<file path="config.mk">
export PLATFORM = sky130hd
export DESIGN_NAME = i2c_master_auto_stop
export DESIGN_NICKNAME = d
export VERILOG_FILES = /design/src/rtl/i2cm_pkg.sv /design/src/rtl/i2cm_sync.sv /design/src/rtl/i2cm_tick.sv /design/src/rtl/i2cm_hold.sv /design/src/rtl/i2c_master_auto_stop.sv
export SDC_FILE = /design/constraint.sdc
export NUM_CORES = 1
export LEC_CHECK = 0
export BUFFER_PORTS_ARGS = -buffer_cell sky130_fd_sc_hd__buf_2
export CAP_MARGIN = 10
export CELL_PAD_IN_SITES_DETAIL_PLACEMENT = 0
export CELL_PAD_IN_SITES_GLOBAL_PLACEMENT = 1
export CORE_MARGIN = 2
export CORE_UTILIZATION = 40
export CTS_CLUSTER_DIAMETER = 120
export DETAILED_ROUTE_END_ITERATION = 7
export PLACE_DENSITY = 0.71
export SYNTH_ARGS = -nofsm -noshare
export SYNTH_HDL_FRONTEND = slang
export SYNTH_HIERARCHICAL = 1
export SYNTH_SLANG_ARGS = --single-unit
</file>
<file path="constraint.sdc">
create_clock -name clk -period 3.8 [get_ports clk]
set_clock_uncertainty 0.1 [all_clocks]
set_input_delay 0.95 -clock clk [delete_from_list [all_inputs] [get_ports clk]]
set_output_delay 0.95 -clock clk [all_outputs]
set_load 0.02 [all_outputs]
</file>
<file path="src/rtl/i2cm_pkg.sv">
package i2cm_pkg;

    localparam int BYTE_W = 8;
    localparam int ADDR_W = 7;
    localparam int BIT_CNT_W = 4;

    typedef enum logic [2:0] {
        ST_IDLE,
        ST_START,
        ST_BIT_LO,
        ST_BIT_HI,
        ST_STOP_LO,
        ST_STOP_HI,
        ST_STOP_REL
    } bus_state_e;

    typedef enum logic [1:0] {
        PH_ADDR,
        PH_IADDR,
        PH_WDATA,
        PH_RDATA
    } byte_kind_e;

endpackage

</file>
<file path="src/rtl/i2cm_sync.sv">
module i2cm_sync #(
    parameter int WIDTH  = 2,
    parameter int STAGES = 2
) (
    input  logic             clk,
    input  logic             rst_n,
    input  logic [WIDTH-1:0] d,
    output logic [WIDTH-1:0] q
);
    localparam int DEPTH = (STAGES < 2) ? 2 : STAGES;

    for (genvar i = 0; i < WIDTH; i++) begin : g_line
        logic [DEPTH-1:0] chain;
        always_ff @(posedge clk or negedge rst_n) begin
            if (!rst_n) chain <= '1;              // released bus reads high
            else        chain <= {chain[DEPTH-2:0], d[i]};
        end
        assign q[i] = chain[DEPTH-1];
    end

endmodule

</file>
<file path="src/rtl/i2cm_tick.sv">
module i2cm_tick #(
    parameter int DIV_W = 16
) (
    input  logic             clk,
    input  logic             rst_n,
    input  logic             clr,
    input  logic             en,
    input  logic [DIV_W-1:0] half_div,
    output logic             tick
);
    localparam logic [DIV_W-1:0] MIN_DIV = DIV_W'(2);

    logic [DIV_W-1:0] cnt_q;
    logic [DIV_W-1:0] lim;

    assign lim  = (half_div < MIN_DIV) ? MIN_DIV : half_div;
    assign tick = en && !clr && (cnt_q >= lim - 1'b1);

    always_ff @(posedge clk or negedge rst_n) begin
        if (!rst_n)           cnt_q <= '0;
        else if (clr || tick) cnt_q <= '0;
        else if (en)          cnt_q <= cnt_q + 1'b1;
    end

endmodule

</file>
<file path="src/rtl/i2cm_hold.sv">
module i2cm_hold #(
    parameter int W = 8
) (
    input  logic         clk,
    input  logic         rst_n,
    input  logic         wr,
    input  logic [W-1:0] wdata,
    input  logic         take,
    input  logic         flush,
    output logic         full,
    output logic [W-1:0] q
);
    always_ff @(posedge clk or negedge rst_n) begin
        if (!rst_n) begin
            full <= 1'b0;
            q    <= '0;
        end else if (flush || take) begin
            full <= 1'b0;
        end else if (wr && !full) begin
            q    <= wdata;
            full <= 1'b1;
        end
    end

endmodule

</file>
<file path="src/rtl/i2c_master_auto_stop.sv">
module i2c_master_auto_stop
    import i2cm_pkg::*;
#(
    parameter int DIV_W       = 16,
    parameter int CNT_W       = 8,
    parameter int SYNC_STAGES = 2
) (
    input  logic                clk,
    input  logic                rst_n,
    input  logic                cmd_start,
    input  logic                cfg_read,
    input  logic [ADDR_W-1:0]   cfg_dev,
    input  logic                cfg_ia_en,
    input  logic [BYTE_W-1:0]   cfg_ia,
    input  logic [CNT_W-1:0]    cfg_rd_len,
    input  logic [DIV_W-1:0]    cfg_half_div,
    input  logic                thr_wr,
    input  logic [BYTE_W-1:0]   thr_data,
    input  logic                rdr_rd,
    input  logic                scl_i,
    input  logic                sda_i,
    output logic                scl_oe,
    output logic                sda_oe,
    output logic                tx_ready,
    output logic [BYTE_W-1:0]   rx_data,
    output logic                rx_ready,
    output logic                xfer_done,
    output logic                nack_flag,
    output logic                busy
);
    localparam logic [BIT_CNT_W-1:0] ACK_SLOT = BIT_CNT_W'(BYTE_W);
    localparam logic [BIT_CNT_W-1:0] LAST_BIT = BIT_CNT_W'(BYTE_W - 1);
    localparam logic [CNT_W-1:0]     ONE_LEFT = CNT_W'(1);

    bus_state_e             state_q, state_d;
    byte_kind_e             kind_q, kind_nx;
    logic [BYTE_W-1:0]      shift_q;
    logic [BIT_CNT_W-1:0]   bit_q;
    logic [CNT_W-1:0]       left_q;
    logic                   rd_q, ia_en_q;
    logic [BYTE_W-1:0]      ia_q;

    logic scl_s, sda_s, tick;
    logic hr_full;
    logic [BYTE_W-1:0] hr_q;

    logic start_ok, hi_end, ack_end, sends, got_nack, more_rd;
    logic go_stop, take_hr, load_ia;
    logic sda_want;

    // ---------------- line synchronizer and half-period timer -------------
    i2cm_sync #(.WIDTH(2), .STAGES(SYNC_STAGES)) u_sync (
        .clk   (clk),
        .rst_n (rst_n),
        .d     ({scl_i, sda_i}),
        .q     ({scl_s, sda_s})
    );

    // the high phase only counts once SCL is seen high on the line
    i2cm_tick #(.DIV_W(DIV_W)) u_tick (
        .clk      (clk),
        .rst_n    (rst_n),
        .clr      (state_q == ST_IDLE),
        .en       (scl_oe || scl_s),
        .half_div (cfg_half_div),
        .tick     (tick)
    );

    i2cm_hold #(.W(BYTE_W)) u_hold (
        .clk   (clk),
        .rst_n (rst_n),
        .wr    (thr_wr),
        .wdata (thr_data),
        .take  (take_hr && ack_end && !got_nack),
        .flush (got_nack),
        .full  (hr_full),
        .q     (hr_q)
    );

    assign tx_ready = !hr_full;
    assign busy     = (state_q != ST_IDLE);

    // ---------------- event decode ----------------------------------------
    assign start_ok = cmd_start && (state_q == ST_IDLE);
    assign hi_end   = tick && (state_q == ST_BIT_HI);
    assign ack_end  = hi_end && (bit_q == ACK_SLOT);
    assign sends    = (kind_q != PH_RDATA);
    assign got_nack = ack_end && sends && sda_s;
    assign more_rd  = (left_q > ONE_LEFT);

    // what follows an acknowledged byte
    always_comb begin
        go_stop = 1'b0;
        take_hr = 1'b0;
        load_ia = 1'b0;
        kind_nx = kind_q;
        unique case (kind_q)
            PH_ADDR: begin
                if (rd_q) begin
                    if (left_q == '0) go_stop = 1'b1;
                    else              kind_nx = PH_RDATA;
                end else if (ia_en_q) begin
                    load_ia = 1'b1;
                    kind_nx = PH_IADDR;
                end else if (hr_full) begin
                    take_hr = 1'b1;
                    kind_nx = PH_WDATA;
                end else begin
                    go_stop = 1'b1;
                end
            end
            PH_IADDR, PH_WDATA: begin
                if (hr_full) begin
                    take_hr = 1'b1;
                    kind_nx = PH_WDATA;
                end else begin
                    go_stop = 1'b1;
                end
            end
            PH_RDATA: go_stop = !more_rd;
            default:  go_stop = 1'b1;
        endcase
    end

    // ---------------- state register --------------------------------------
    always_ff @(posedge clk or negedge rst_n) begin
        if (!rst_n) state_q <= ST_IDLE;
        else        state_q <= state_d;
    end

    always_comb begin
        state_d = state_q;
        unique case (state_q)
            ST_IDLE:     if (start_ok) state_d = ST_START;
            ST_START:    if (tick)     state_d = ST_BIT_LO;
            ST_BIT_LO:   if (tick)     state_d = ST_BIT_HI;
            ST_BIT_HI: begin
                if (tick) begin
                    if (bit_q == ACK_SLOT && (got_nack || go_stop))
                        state_d = ST_STOP_LO;
                    else
                        state_d = ST_BIT_LO;
                end
            end
            ST_STOP_LO:  if (tick)     state_d = ST_STOP_HI;
            ST_STOP_HI:  if (tick)     state_d = ST_STOP_REL;
            ST_STOP_REL: if (tick)     state_d = ST_IDLE;
            default:                   state_d = ST_IDLE;
        endcase
    end

    // ---------------- byte datapath ---------------------------------------
    always_ff @(posedge clk or negedge rst_n) begin
        if (!rst_n) begin
            shift_q <= '0;
            bit_q   <= '0;
            kind_q  <= PH_ADDR;
            left_q  <= '0;
            rd_q    <= 1'b0;
            ia_en_q <= 1'b0;
            ia_q    <= '0;
        end else if (start_ok) begin
            shift_q <= {cfg_dev, cfg_read};
            bit_q   <= '0;
            kind_q  <= PH_ADDR;
            left_q  <= cfg_rd_len;
            rd_q    <= cfg_read;
            ia_en_q <= cfg_ia_en && !cfg_read;
            ia_q    <= cfg_ia;
        end else if (hi_end) begin
            if (bit_q != ACK_SLOT) begin
                shift_q <= {shift_q[BYTE_W-2:0], sends ? 1'b0 : sda_s};
                bit_q   <= bit_q + 1'b1;
            end else begin
                bit_q <= '0;
                if (!got_nack) begin
                    kind_q <= kind_nx;
                    if (load_ia) shift_q <= ia_q;
                    if (take_hr) shift_q <= hr_q;
                    if (kind_q == PH_RDATA) left_q <= left_q - 1'b1;
                end
            end
        end
    end

    // ---------------- receive register and status -------------------------
    always_ff @(posedge clk or negedge rst_n) begin
        if (!rst_n) begin
            rx_data  <= '0;
            rx_ready <= 1'b0;
        end else if (hi_end && bit_q == LAST_BIT && !sends) begin
            rx_data  <= {shift_q[BYTE_W-2:0], sda_s};
            rx_ready <= 1'b1;
        end else if (rdr_rd) begin
            rx_ready <= 1'b0;
        end
    end

    always_ff @(posedge clk or negedge rst_n) begin
        if (!rst_n) begin
            xfer_done <= 1'b0;
            nack_flag <= 1'b0;
        end else if (start_ok) begin
            xfer_done <= 1'b0;
            nack_flag <= 1'b0;
        end else begin
            if (got_nack) nack_flag <= 1'b1;
            if (tick && state_q == ST_STOP_REL) xfer_done <= 1'b1;
        end
    end

    // ---------------- bus outputs -----------------------------------------
    always_comb begin
        scl_oe   = 1'b0;
        sda_want = 1'b0;
        unique case (state_q)
            ST_IDLE:     sda_want = 1'b0;
            ST_START:    sda_want = 1'b1;
            ST_BIT_LO, ST_BIT_HI: begin
                scl_oe = (state_q == ST_BIT_LO);
                if (bit_q != ACK_SLOT) sda_want = sends && !shift_q[BYTE_W-1];
                else                   sda_want = !sends && more_rd;
            end
            ST_STOP_LO: begin
                scl_oe   = 1'b1;
                sda_want = 1'b1;
            end
            ST_STOP_HI:  sda_want = 1'b1;
            ST_STOP_REL: sda_want = 1'b0;
            default:     sda_want = 1'b0;
        endcase
    end

    // SDA trails SCL by one clock so data moves only inside the low phase
    always_ff @(posedge clk or negedge rst_n) begin
        if (!rst_n) sda_oe <= 1'b0;
        else        sda_oe <= sda_want;
    end

endmodule

</file>
After elaboration in Yosys (flattened, before gate mapping)
Index checks and enable logic that the tools add are counted.
{"block": "op_classes", "addsub": 4, "n_lt_le_gt_ge": 3, "n_eq_ne": 24, "muxes": 59, "n_bitwise": 1, "reduce_logical": 49}
{"operator": "8-bit two-way mux", "count": 11}
{"operator": "16-bit two-way mux", "count": 3}
{"operator": "3-bit two-way mux", "count": 8}
{"operator": "3-bit case mux with 7 select lines", "count": 1}
{"operator": "1-bit two-way mux", "count": 20}
{"operator": "2-bit != test, second input constant", "count": 10}
{"operator": "1-bit logical AND", "count": 17}
{"operator": "16-bit by 1-bit adder with 16-bit output, second input constant", "count": 1}
{"operator": "16-bit >= comparator", "count": 1}
{"operator": "16-bit by 2-bit < comparator with 1-bit output, second input constant", "count": 1}
{"operator": "2-bit two-way mux", "count": 8}
{"operator": "16-bit by 1-bit subtractor with 16-bit output, second input constant", "count": 1}
{"operator": "2-bit nonzero test", "count": 7}
{"operator": "4-bit two-way mux", "count": 3}
{"operator": "3-bit equality test, second input constant", "count": 3}
{"operator": "8-bit by 1-bit > comparator with 1-bit output, second input constant", "count": 1}
{"operator": "8-bit zero test", "count": 1}
{"operator": "4-bit != test, second input constant", "count": 2}
{"operator": "8-bit by 1-bit subtractor with 8-bit output, second input constant", "count": 1}
{"operator": "1-bit zero test", "count": 7}
{"operator": "7-bit AND reduction", "count": 1}
{"operator": "3-bit by 2-bit equality test with 1-bit output, second input constant", "count": 2}
{"operator": "1-bit case mux with 2 select lines", "count": 3}
{"operator": "3-bit nonzero test", "count": 2}
{"operator": "20 further kinds", "count": 25}
{"block": "word_totals", "regBits": 76, "input_bits": 56, "output_inout_bits": 15}

Depth between registers and ports, before layout
Gate-level depths: netlist of the first run.
{"block": "depth", "depth_word": 15, "ltp_mapped": 21, "mapped_depth_nobuf": 20}

Hierarchy
The synthesis of the first run kept the hierarchy.
{"mod": "i2c_master_auto_stop", "instances": 1, "cells_per_inst": 266, "area_each_um2": 2508.7, "seq_area_each_um2": 1176.1}
{"mod": "i2cm_tick", "instances": 1, "cells_per_inst": 160, "area_each_um2": 1537.7, "seq_area_each_um2": 400.4}
{"mod": "i2cm_hold", "instances": 1, "cells_per_inst": 20, "area_each_um2": 347.8, "seq_area_each_um2": 225.2}
{"mod": "i2cm_sync", "instances": 1, "cells_per_inst": 6, "area_each_um2": 120.1, "seq_area_each_um2": 105.1}

Worst setup path after synthesis of the first run
Ideal clock, no wire load.
{"block": "synth_timing", "path_kind": "input to register", "start": "input cfg_half_div[13]", "end": "register u_hold.q[0]", "setup_ns": 0.125, "t_arrival_ns": 5.429, "setup_slack_ns": -1.854, "path_stages": 20, "n_path_buf": 0, "cell_sequence": "or4_4 > or3_4 > nor2b_4 > nand2_1 > o21ai_1 > ha_1 > nand3_1 > nor3_1 > xnor2_1 > ha_1 > nand4_2 > nor2_1 > a311o_1 > nor4_1 > nor2_1 > and4b_1 > nand3_1 > nor2_1 > nor4b_4 > mux2_2"}
{"block": "synth_via", "elab_chain_len": 14, "elab_cells_between_ends": 15, "cone_classes": "add/sub (1); order compare (2); mux (1); bitwise (1); reduce/logical (10)"}
{"element": "from (decl)", "line": "i2c_master_auto_stop.sv:16", "source": "input logic [DIV_W-1:0] cfg_half_div,"}
{"element": "16-bit by 2-bit < comparator with 1-bit output", "line": "i2cm_tick.sv:16", "source": "assign lim = (half_div < MIN_DIV) ? MIN_DIV : half_div;"}
{"element": "16-bit two-way mux *", "line": "i2cm_tick.sv:16"}
{"element": "16-bit by 1-bit subtractor with 16-bit output *", "line": "i2cm_tick.sv:17", "source": "assign tick = en && !clr && (cnt_q >= lim - 1'b1);"}
{"element": "16-bit >= comparator *", "line": "i2cm_tick.sv:17"}
{"element": "1-bit logical AND *", "line": "i2cm_tick.sv:17"}
{"element": "named net tick", "line": "i2c_master_auto_stop.sv:43", "source": "logic scl_s, sda_s, tick;"}
{"element": "1-bit logical AND *", "line": "i2c_master_auto_stop.sv:85", "source": "assign hi_end = tick && (state_q == ST_BIT_HI);"}
{"element": "1-bit logical AND *", "line": "i2c_master_auto_stop.sv:86", "source": "assign ack_end = hi_end && (bit_q == ACK_SLOT);"}
{"element": "1-bit logical AND (2 in a row)", "line": "i2c_master_auto_stop.sv:88", "source": "assign got_nack = ack_end && sends && sda_s;"}
{"element": "1-bit zero test"}
{"element": "1-bit logical AND", "line": "i2c_master_auto_stop.sv:74", "source": ".take (take_hr && ack_end && !got_nack),"}
{"element": "1-bit logical OR *", "line": "i2cm_hold.sv:17", "source": "end else if (flush || take) begin"}
{"element": "1-bit inverter (no source line) *"}
{"element": "2-bit AND reduction (no source line) *"}
{"element": "to (signal assigned)", "line": "i2cm_hold.sv:20", "source": "q <= wdata;"}
{"element": "to (decl)", "line": "i2cm_hold.sv:11", "source": "output logic [W-1:0] q"}
The timed path passes the listed nets; every way through them passes the cells marked *.
A chain may end at the register's enable or synchronous reset.

Worst setup path after layout of the first run
{"block": "layout_timing", "start": "input cfg_half_div[13]", "end": "register state_q[2]"}
{"block": "layout_via", "elab_chain_len": 14, "elab_cells_between_ends": 21, "cone_classes": "add/sub (1); order compare (2); eq/ne (6); mux (4); reduce/logical (8)"}
{"element": "16-bit by 2-bit < comparator with 1-bit output", "line": "i2cm_tick.sv:16"}
{"element": "16-bit two-way mux *", "line": "i2cm_tick.sv:16"}
{"element": "16-bit by 1-bit subtractor with 16-bit output *", "line": "i2cm_tick.sv:17"}
{"element": "16-bit >= comparator *", "line": "i2cm_tick.sv:17"}
{"element": "1-bit logical AND *", "line": "i2cm_tick.sv:17"}
{"element": "named net tick", "line": "i2c_master_auto_stop.sv:43"}
{"element": "1-bit logical AND *", "line": "i2c_master_auto_stop.sv:85"}
{"element": "1-bit logical AND *", "line": "i2c_master_auto_stop.sv:86"}
{"element": "1-bit logical AND * (2 in a row)", "line": "i2c_master_auto_stop.sv:88"}
{"element": "named net got_nack", "line": "i2c_master_auto_stop.sv:47", "source": "logic start_ok, hi_end, ack_end, sends, got_nack, more_rd;"}
{"element": "1-bit logical OR *", "line": "i2c_master_auto_stop.sv:139", "source": "if (bit_q == ACK_SLOT && (got_nack || go_stop))"}
{"element": "1-bit logical AND *", "line": "i2c_master_auto_stop.sv:139"}
{"element": "3-bit two-way mux *", "line": "i2c_master_auto_stop.sv:139"}
{"element": "3-bit two-way mux *", "line": "i2c_master_auto_stop.sv:138", "source": "if (tick) begin"}
{"element": "3-bit case mux with 7 select lines *", "line": "i2c_master_auto_stop.sv:133", "source": "unique case (state_q)"}
{"element": "to (signal assigned)", "line": "i2c_master_auto_stop.sv:128", "source": "else state_q <= state_d;"}
{"element": "to (decl)", "line": "i2c_master_auto_stop.sv:35", "source": "bus_state_e state_q, state_d;"}
The timed path passes the listed nets; every way through them passes the cells marked *. The select of a mux whose other input is x is not followed.

==> impl_metrics.ini, run 1 <==
[detailed_routing]
firstDrtPassIters = 4
via_per_inst = 5.16
routedWlPerCell_um = 15.0
final_antenna_net_count = 0
drc = 0
initialDrtViolationCount = 179
vias = 3717
finalWirelength_mm = 10.8

[setup_path]
r2r-end = state_q[2]$_DFFE_PN0P_
end_kind = register
start_kind = input port
crit_arrival_ns = 5.28
rrSetupSlack_ns = 0.42
path_max_fanout = 3
reg2regPathDepth = 13
worstPathRequired_ns = 3.92
regToRegStartpoint = u_tick/cnt_q[0]$_DFFE_PN0P_
worstSetupPathType = input port to register

[clocking]
cts_tree = built
clkTransAtPathRegs_ns = 0.06
clk-insertion-delay-late_ns = 0.33
clk_path_buf_depth = 2
clock_sinks = 76
cts_hold_buffers = 0
numCtsBuffers = 9
cts-htree-levels = 3
clockRootBuffer = clkbuf_16

[final_layout]
multi_input_area_um2 = 2860
area_growth_pct = 37.7
mostFrequentLayoutCells = dfrtp_1 (72), buf_2 (67), nand2_1 (54)
nNetsFinal = 657
drive_gt1_frac = 0.422
layout.cells.non_filler = 721
fill_cells = 945
antenna_cells = 0
seqCellArea_um2 = 1910
final_common_cell = dfrtp_1

[synthesis]
synth-seq-area-share = 0.422
synth-seq-cells = 76
syn_area_um2 = 4510
synthTopCellsByArea = dfrtp_1 (40%), ha_1 (6.7%), nand2_1 (4.7%), mux2_2 (4.0%), xnor2_1 (3.7%)
synth_cells = 452
synth-edff-count = 0
synthFlopType = dfrtp_1
synth.largest_area_cell = dfrtp_1
syn-num-nets = 532
synth_cell_types = 64
avgSynthCellArea_um2 = 9.99
ys_async_sr_fraction = 1.00
yosys_warnings = 6
netlist.area_leader.share = 0.399

[timing]
final.period_utilization = 1.36
worst_slack_ns = -1.36
finalCriticalPeriod_ns = 5.16
setup_viol = 61
relSlewSlack = 0.361
fmax_ghz = 0.194
tns_ns = -60.87
worstMarginPinSlew_ns = 0.959
hold_slack_ns = 0.255
slew_viol_final = 0
rsz0062_at_grt = true
hold_viol = 0

[hold_path]
holdPathStages = 0
hold_end = u_sync/g_line[1].chain[1]$_DFF_PN1_
hp-start = u_sync/g_line[1].chain[0]$_DFF_PN1_
hp-class = register to register

[global_routing]
grt_pass1_wl_mm = 17.9
grt_max_degree = 77
antenna_found_initial = 0
grtUsageTotal = 0.189
grt_pass1_vias = 3791
overflow = 0

[die]
die_height_um = 110
start_util = 0.413
die_x_um = 110
ios = 71
row_count = 38
core_um2 = 10900
dieArea_um2 = 12200

[placement]
io_buffers = 70
hpwl_mm = 7.49
gp_congestion = 0.752
post-place-cells = 689

[status]
violations = negative setup slack
outcome = finished with violations

[pwr]
p_per_area_nw_per_um2 = 555
peakVddDrop_v = 0.000285
leakagePower_nw = 2.87

[job]
maxCapViolCount = 0
final cells by class:
cell class / instances / area share
sequential: 76 / 0.307
clock inverter: 4 / 0.0157
multi-input combinational: 345 / 0.459
clock buffer: 11 / 0.0391
inverter: 16 / 0.00966
timing repair buffer: 129 / 0.141
tap: 140 / 0.0282
power breakdown:
group / leakage (nW) / switching, mW / internal (mW)
clock: 0.162 / 0.324 / 0.656
sequential: 0.977 / 0.236 / 1.03
combinational: 1.74 / 0.596 / 0.609
state kept, by name, indices dropped and copies added, names as in the netlist:
name                 flops
xfer_done                1
u_tick/cnt_q            16
bit_q                    4
left_q                   8
rx_ready                 1
u_hold/q                 8
shift_q                  8
kind_q                   2
ia_en_q                  1
sda_oe                   1
state_q                  3
ia_q                     8
rd_q                     1
rx_data                  8
u_sync/g_line.chain      4
u_hold/full              1
nack_flag                1
cells in the mapped netlist, types with 3 or more instances:
master and count:
nor4_1 7, nor2_1 33, xnor2_1 19, nor2b_1 3, and2_1 3, or4_4 3
clkbuf_1 5, or3_1 3, nand3_1 20, nor3_1 10, buf_2 7, nand4_1 8
a21oi_1 15, mux2_1 8, and3_1 4, mux2i_1 9, xor2_1 13, nor2_4 10
mux2_2 16, ha_1 24, dfstp_2 4, o21ai_0 18, nand2_1 57, inv_1 16
or2_2 4, dfrtp_1 72, o21ai_1 7, o211ai_1 8
routing by layer:
metal,global-route usage,share of wire
met1,0.234,0.45
met2,0.332,0.51
met5,0,0
met3,0.0282,0.027
met4,0.0688,0.011
how the worst max path moves through the flow:
stage               slack (ns)                      end             start  cells after the start
finish                   -1.36   state_q[2]$_DFFE_PN0P_  cfg_half_div[13]                     22
global route             -1.55  u_hold/q[5]$_DFFE_PN0P_  cfg_half_div[13]                     23
CTS                      -1.33  u_hold/q[5]$_DFFE_PN0P_  cfg_half_div[13]                     23
detailed placement       -1.77  u_hold/q[5]$_DFFE_PN0P_  cfg_half_div[13]                     22
global placement         -1.72  u_hold/q[3]$_DFFE_PN0P_  cfg_half_div[13]                     23
floorplan                -1.54  u_hold/q[0]$_DFFE_PN0P_  cfg_half_div[13]                     20
cell families (layout without fill, tap and decap cells):
family                   after synthesis  after routing  synth area share
AND/OR/NAND/NOR                      185            185             0.234
flip-flops                            76             76             0.422
AO/OA/AOI/OAI                         71             71             0.104
multiplexers                          33             33            0.0798
XOR/XNOR                              32             32            0.0621
buffers and inverters                 31            160            0.0310
adder cells (fa/ha/maj)               24             24            0.0665
critical path, stage by stage:
cell and delay [ns]:
buf_6 0.09, or4_4 0.53, or3_4 0.38, nor2b_4 0.13, nand2_2 0.06, o21ai_2 0.14, ha_2 0.23, nand3_4 0.10
nor3_4 0.13, xnor2_1 0.14, ha_1 0.26, nand4_2 0.11, nor2_1 0.05, a311o_1 0.38, nor4_2 0.20, nor2_1 0.10
buf_4 0.15, and2_4 0.16, nand3_4 0.09, nor3_4 0.05, or4_4 0.56, a32o_2 0.27
what timing repair did:
item | 4_1_cts | 5_1_grt
setup buffers | 12 | 11
gates cloned | 2 | 0
resized for setup | 48 | 28
pin swaps | 22 | 12
setup endpoints to repair | 61 | 61
per-stage QoR:
step                      setup slack [ns]  cell area [um2]  utilization  total power [mW]
final                                -1.36             6210        0.568              3.45
after global routing                 -1.55             6210        0.568              3.68
after CTS                            -1.33             6080        0.556              3.44
after detailed placement             -1.77             5450        0.499              2.33
after global placement               -1.72             5450        0.499              2.31
after floorplan                      -1.54             4690            -              2.03
(Power assumes the default switching activity.)
==> inputs of run 2 (changes only) <==
--- a/config.mk
+++ b/config.mk
@@ -14,6 +14,7 @@
 export CTS_CLUSTER_DIAMETER = 120
 export DETAILED_ROUTE_END_ITERATION = 7
 export PLACE_DENSITY = 0.71
+export SKIP_CTS_REPAIR_TIMING = 1
 export SYNTH_ARGS = -nofsm -noshare
 export SYNTH_HDL_FRONTEND = slang
 export SYNTH_HIERARCHICAL = 1
==> constraint.sdc (replaced) <==
create_clock -name clk -period 3.8 [get_ports clk]
set_clock_uncertainty 0.1 [all_clocks]
set_input_delay 0.95 -clock clk [delete_from_list [all_inputs] [get_ports clk]]
set_output_delay 0.95 -clock clk [all_outputs]
set_load 0.1 [all_outputs]
==> run 2 against run 1 <==
  * Core utilization shrank 0.37 points
  * Register-to-register slack got worse by 0.05 ns
  * Non-clock buffer count down 3
  * The flow still finishes with violations (negative setup slack)
  * Combinational power about the same
  * Highest routed layer unchanged
  * Flip-flop and latch count is the same
  * Hold slack about the same
  * Wire length fell by 1.0%
==> impl_metrics.ini, run 2 (synthesized netlist as in run 1, its figures left out) <==
[pwr]
p_per_area_nw_per_um2 = 565
peakVddDrop_v = 0.000303
leakagePower_nw = 2.84
p_total_mw = 3.49

[status]
outcome = finished with violations
violations = negative setup slack

[clocking]
clk_path_buf_depth = 2
numCtsBuffers = 9
clock_sinks = 76
cts-htree-levels = 3
clkTransAtPathRegs_ns = 0.06
clockRootBuffer = clkbuf_16
cts_tree = built
clk-insertion-delay-late_ns = 0.33

[timing]
tns_ns = -60.93
hold_slack_ns = 0.255
relSlewSlack = 0.361
final.period_utilization = 1.37
hold_viol = 0
rsz0062_at_grt = true
fmax_ghz = 0.192
slew_viol_final = 0
finalCriticalPeriod_ns = 5.20
worstMarginPinSlew_ns = 0.958
setup_viol = 61
worst_slack_ns = -1.40

[hold_path]
hold_end = u_sync/g_line[1].chain[1]$_DFF_PN1_
hp-class = register to register
holdPathStages = 0
hp-start = u_sync/g_line[1].chain[0]$_DFF_PN1_

[detailed_routing]
initialDrtViolationCount = 165
final_antenna_net_count = 0
drc = 0
finalWirelength_mm = 10.7
vias = 3696
via_per_inst = 5.15
firstDrtPassIters = 4
routedWlPerCell_um = 14.9

[setup_path]
rrSetupSlack_ns = 0.37
path_max_fanout = 5
cpPeakStageDelay_ns = 0.57
regToRegStartpoint = u_tick/cnt_q[0]$_DFFE_PN0P_
start_kind = input port
crit_arrival_ns = 5.33
worstPathRequired_ns = 3.92
r2r-end = state_q[2]$_DFFE_PN0P_
worstSetupPathType = input port to register
path_buf_inv = 2
crit_family = simple AND/OR/NAND/NOR gates
end_kind = register
cp_slowest_cell = or4_1
crit_chain = buf_6 > or4_4 > or3_4 > nor2b_4 > nand2_2 > o21ai_2 > ha_2 > nand3_4 > nor3_4 > xnor2_1 > ha_1 > nand4_2 > nor2_1 > a311o_1 > nor4_2 > nor2_1 > buf_4 > and2_4 > nand3_4 > nor3_4 > or4_1 > a32o_2
reg2regPathDepth = 13

[placement]
hpwl_mm = 7.49
post-place-cells = 689
gp_congestion = 0.752
place_ws_ns = -1.77
io_buffers = 70

[final_layout]
largest_reg_flops = 16
nNetsFinal = 654
final_common_cell = dfrtp_1
layout.cells.non_filler = 718
drive_gt1_frac = 0.413
antenna_cells = 0
mostFrequentLayoutCells = dfrtp_1 (72), buf_2 (67), nand2_1 (55)
largest_register = u_tick/cnt_q
area_growth_pct = 36.8

[global_routing]
grt_pass1_wl_mm = 17.0
overflow = 0
antenna_found_initial = 0
grt_pass1_vias = 3656
grtUsageTotal = 0.179
grt_max_degree = 77

[die]
die_height_um = 110
dieArea_um2 = 12200
start_util = 0.413
row_count = 38
ios = 71
die_x_um = 110
core_um2 = 10900

[job]
maxCapViolCount = 0
## run 2: changes by cell type in the layout (fill, tap and decap cells not counted), sizes merged
cell / before / now
clkbuf: 11 / 12
buf: 129 / 125
## run 2: area by class of cell
cell class | count | area, um2
Clock inverter | 4 | 97.6
Timing Repair Buffer | 126 | 862
Sequential cell | 76 | 1910
Multi-Input combinational cell | 345 | 2830
Clock buffer | 11 | 243
Inverter | 16 | 60.1
Tap cell | 140 | 175
Fill cell | 959 | 4760
## run 2: how the worst max path moves through the flow
stage / startpoint / to / slack [ns] / cells past startpoint
2_1_floorplan: cfg_half_div[13] / u_hold/q[0]$_DFFE_PN0P_ / -1.54 / 20
3_3_place_gp: cfg_half_div[13] / u_hold/q[3]$_DFFE_PN0P_ / -1.72 / 23
3_5_place_dp: cfg_half_div[13] / u_hold/q[5]$_DFFE_PN0P_ / -1.77 / 22
4_1_cts: cfg_half_div[13] / u_hold/q[5]$_DFFE_PN0P_ / -1.43 / 22
5_1_grt: cfg_half_div[13] / u_hold/q[5]$_DFFE_PN0P_ / -1.54 / 23
6_report: cfg_half_div[13] / state_q[2]$_DFFE_PN0P_ / -1.40 / 22
## run 2: worst reg2reg max path: stages, from the launching register on
cell and delay, ns:
dfrtp_1 0.42, inv_1 0.06, ha_1 0.28, nand2b_4 0.14, a2111oi_4 0.45, nor4_4 0.08, nor4_2 0.36, nor2_1 0.10
buf_4 0.16, and2_4 0.17, nand3_4 0.09, nor3_4 0.05, or4_1 0.57, a32o_2 0.28
## run 2: power breakdown
part | total, mW | switching, mW | internal (mW)
Clock | 0.979 | 0.323 | 0.656
Combinational | 1.24 | 0.636 | 0.605
Sequential | 1.27 | 0.239 | 1.03
## run 2: layer usage
| metal | GRT usage | share of wire | vias to the layer above |
|---|---|---|---|
| met4 | 0.0670 | 0.016 | 0 |
| met1 | 0.225 | 0.45 | 1775 |
| met5 | 0 | 0 | - |
| met2 | 0.309 | 0.51 | 54 |
| li1 | - | - | 1852 |
| met3 | 0.0282 | 0.030 | 15 |
## run 2: through the flow
stage / utilization / area, um2
floorplan: - / 4690
global placement: 0.499 / 5450
detailed placement: 0.499 / 5450
CTS: 0.530 / 5790
global route: 0.565 / 6170
finish: 0.565 / 6170
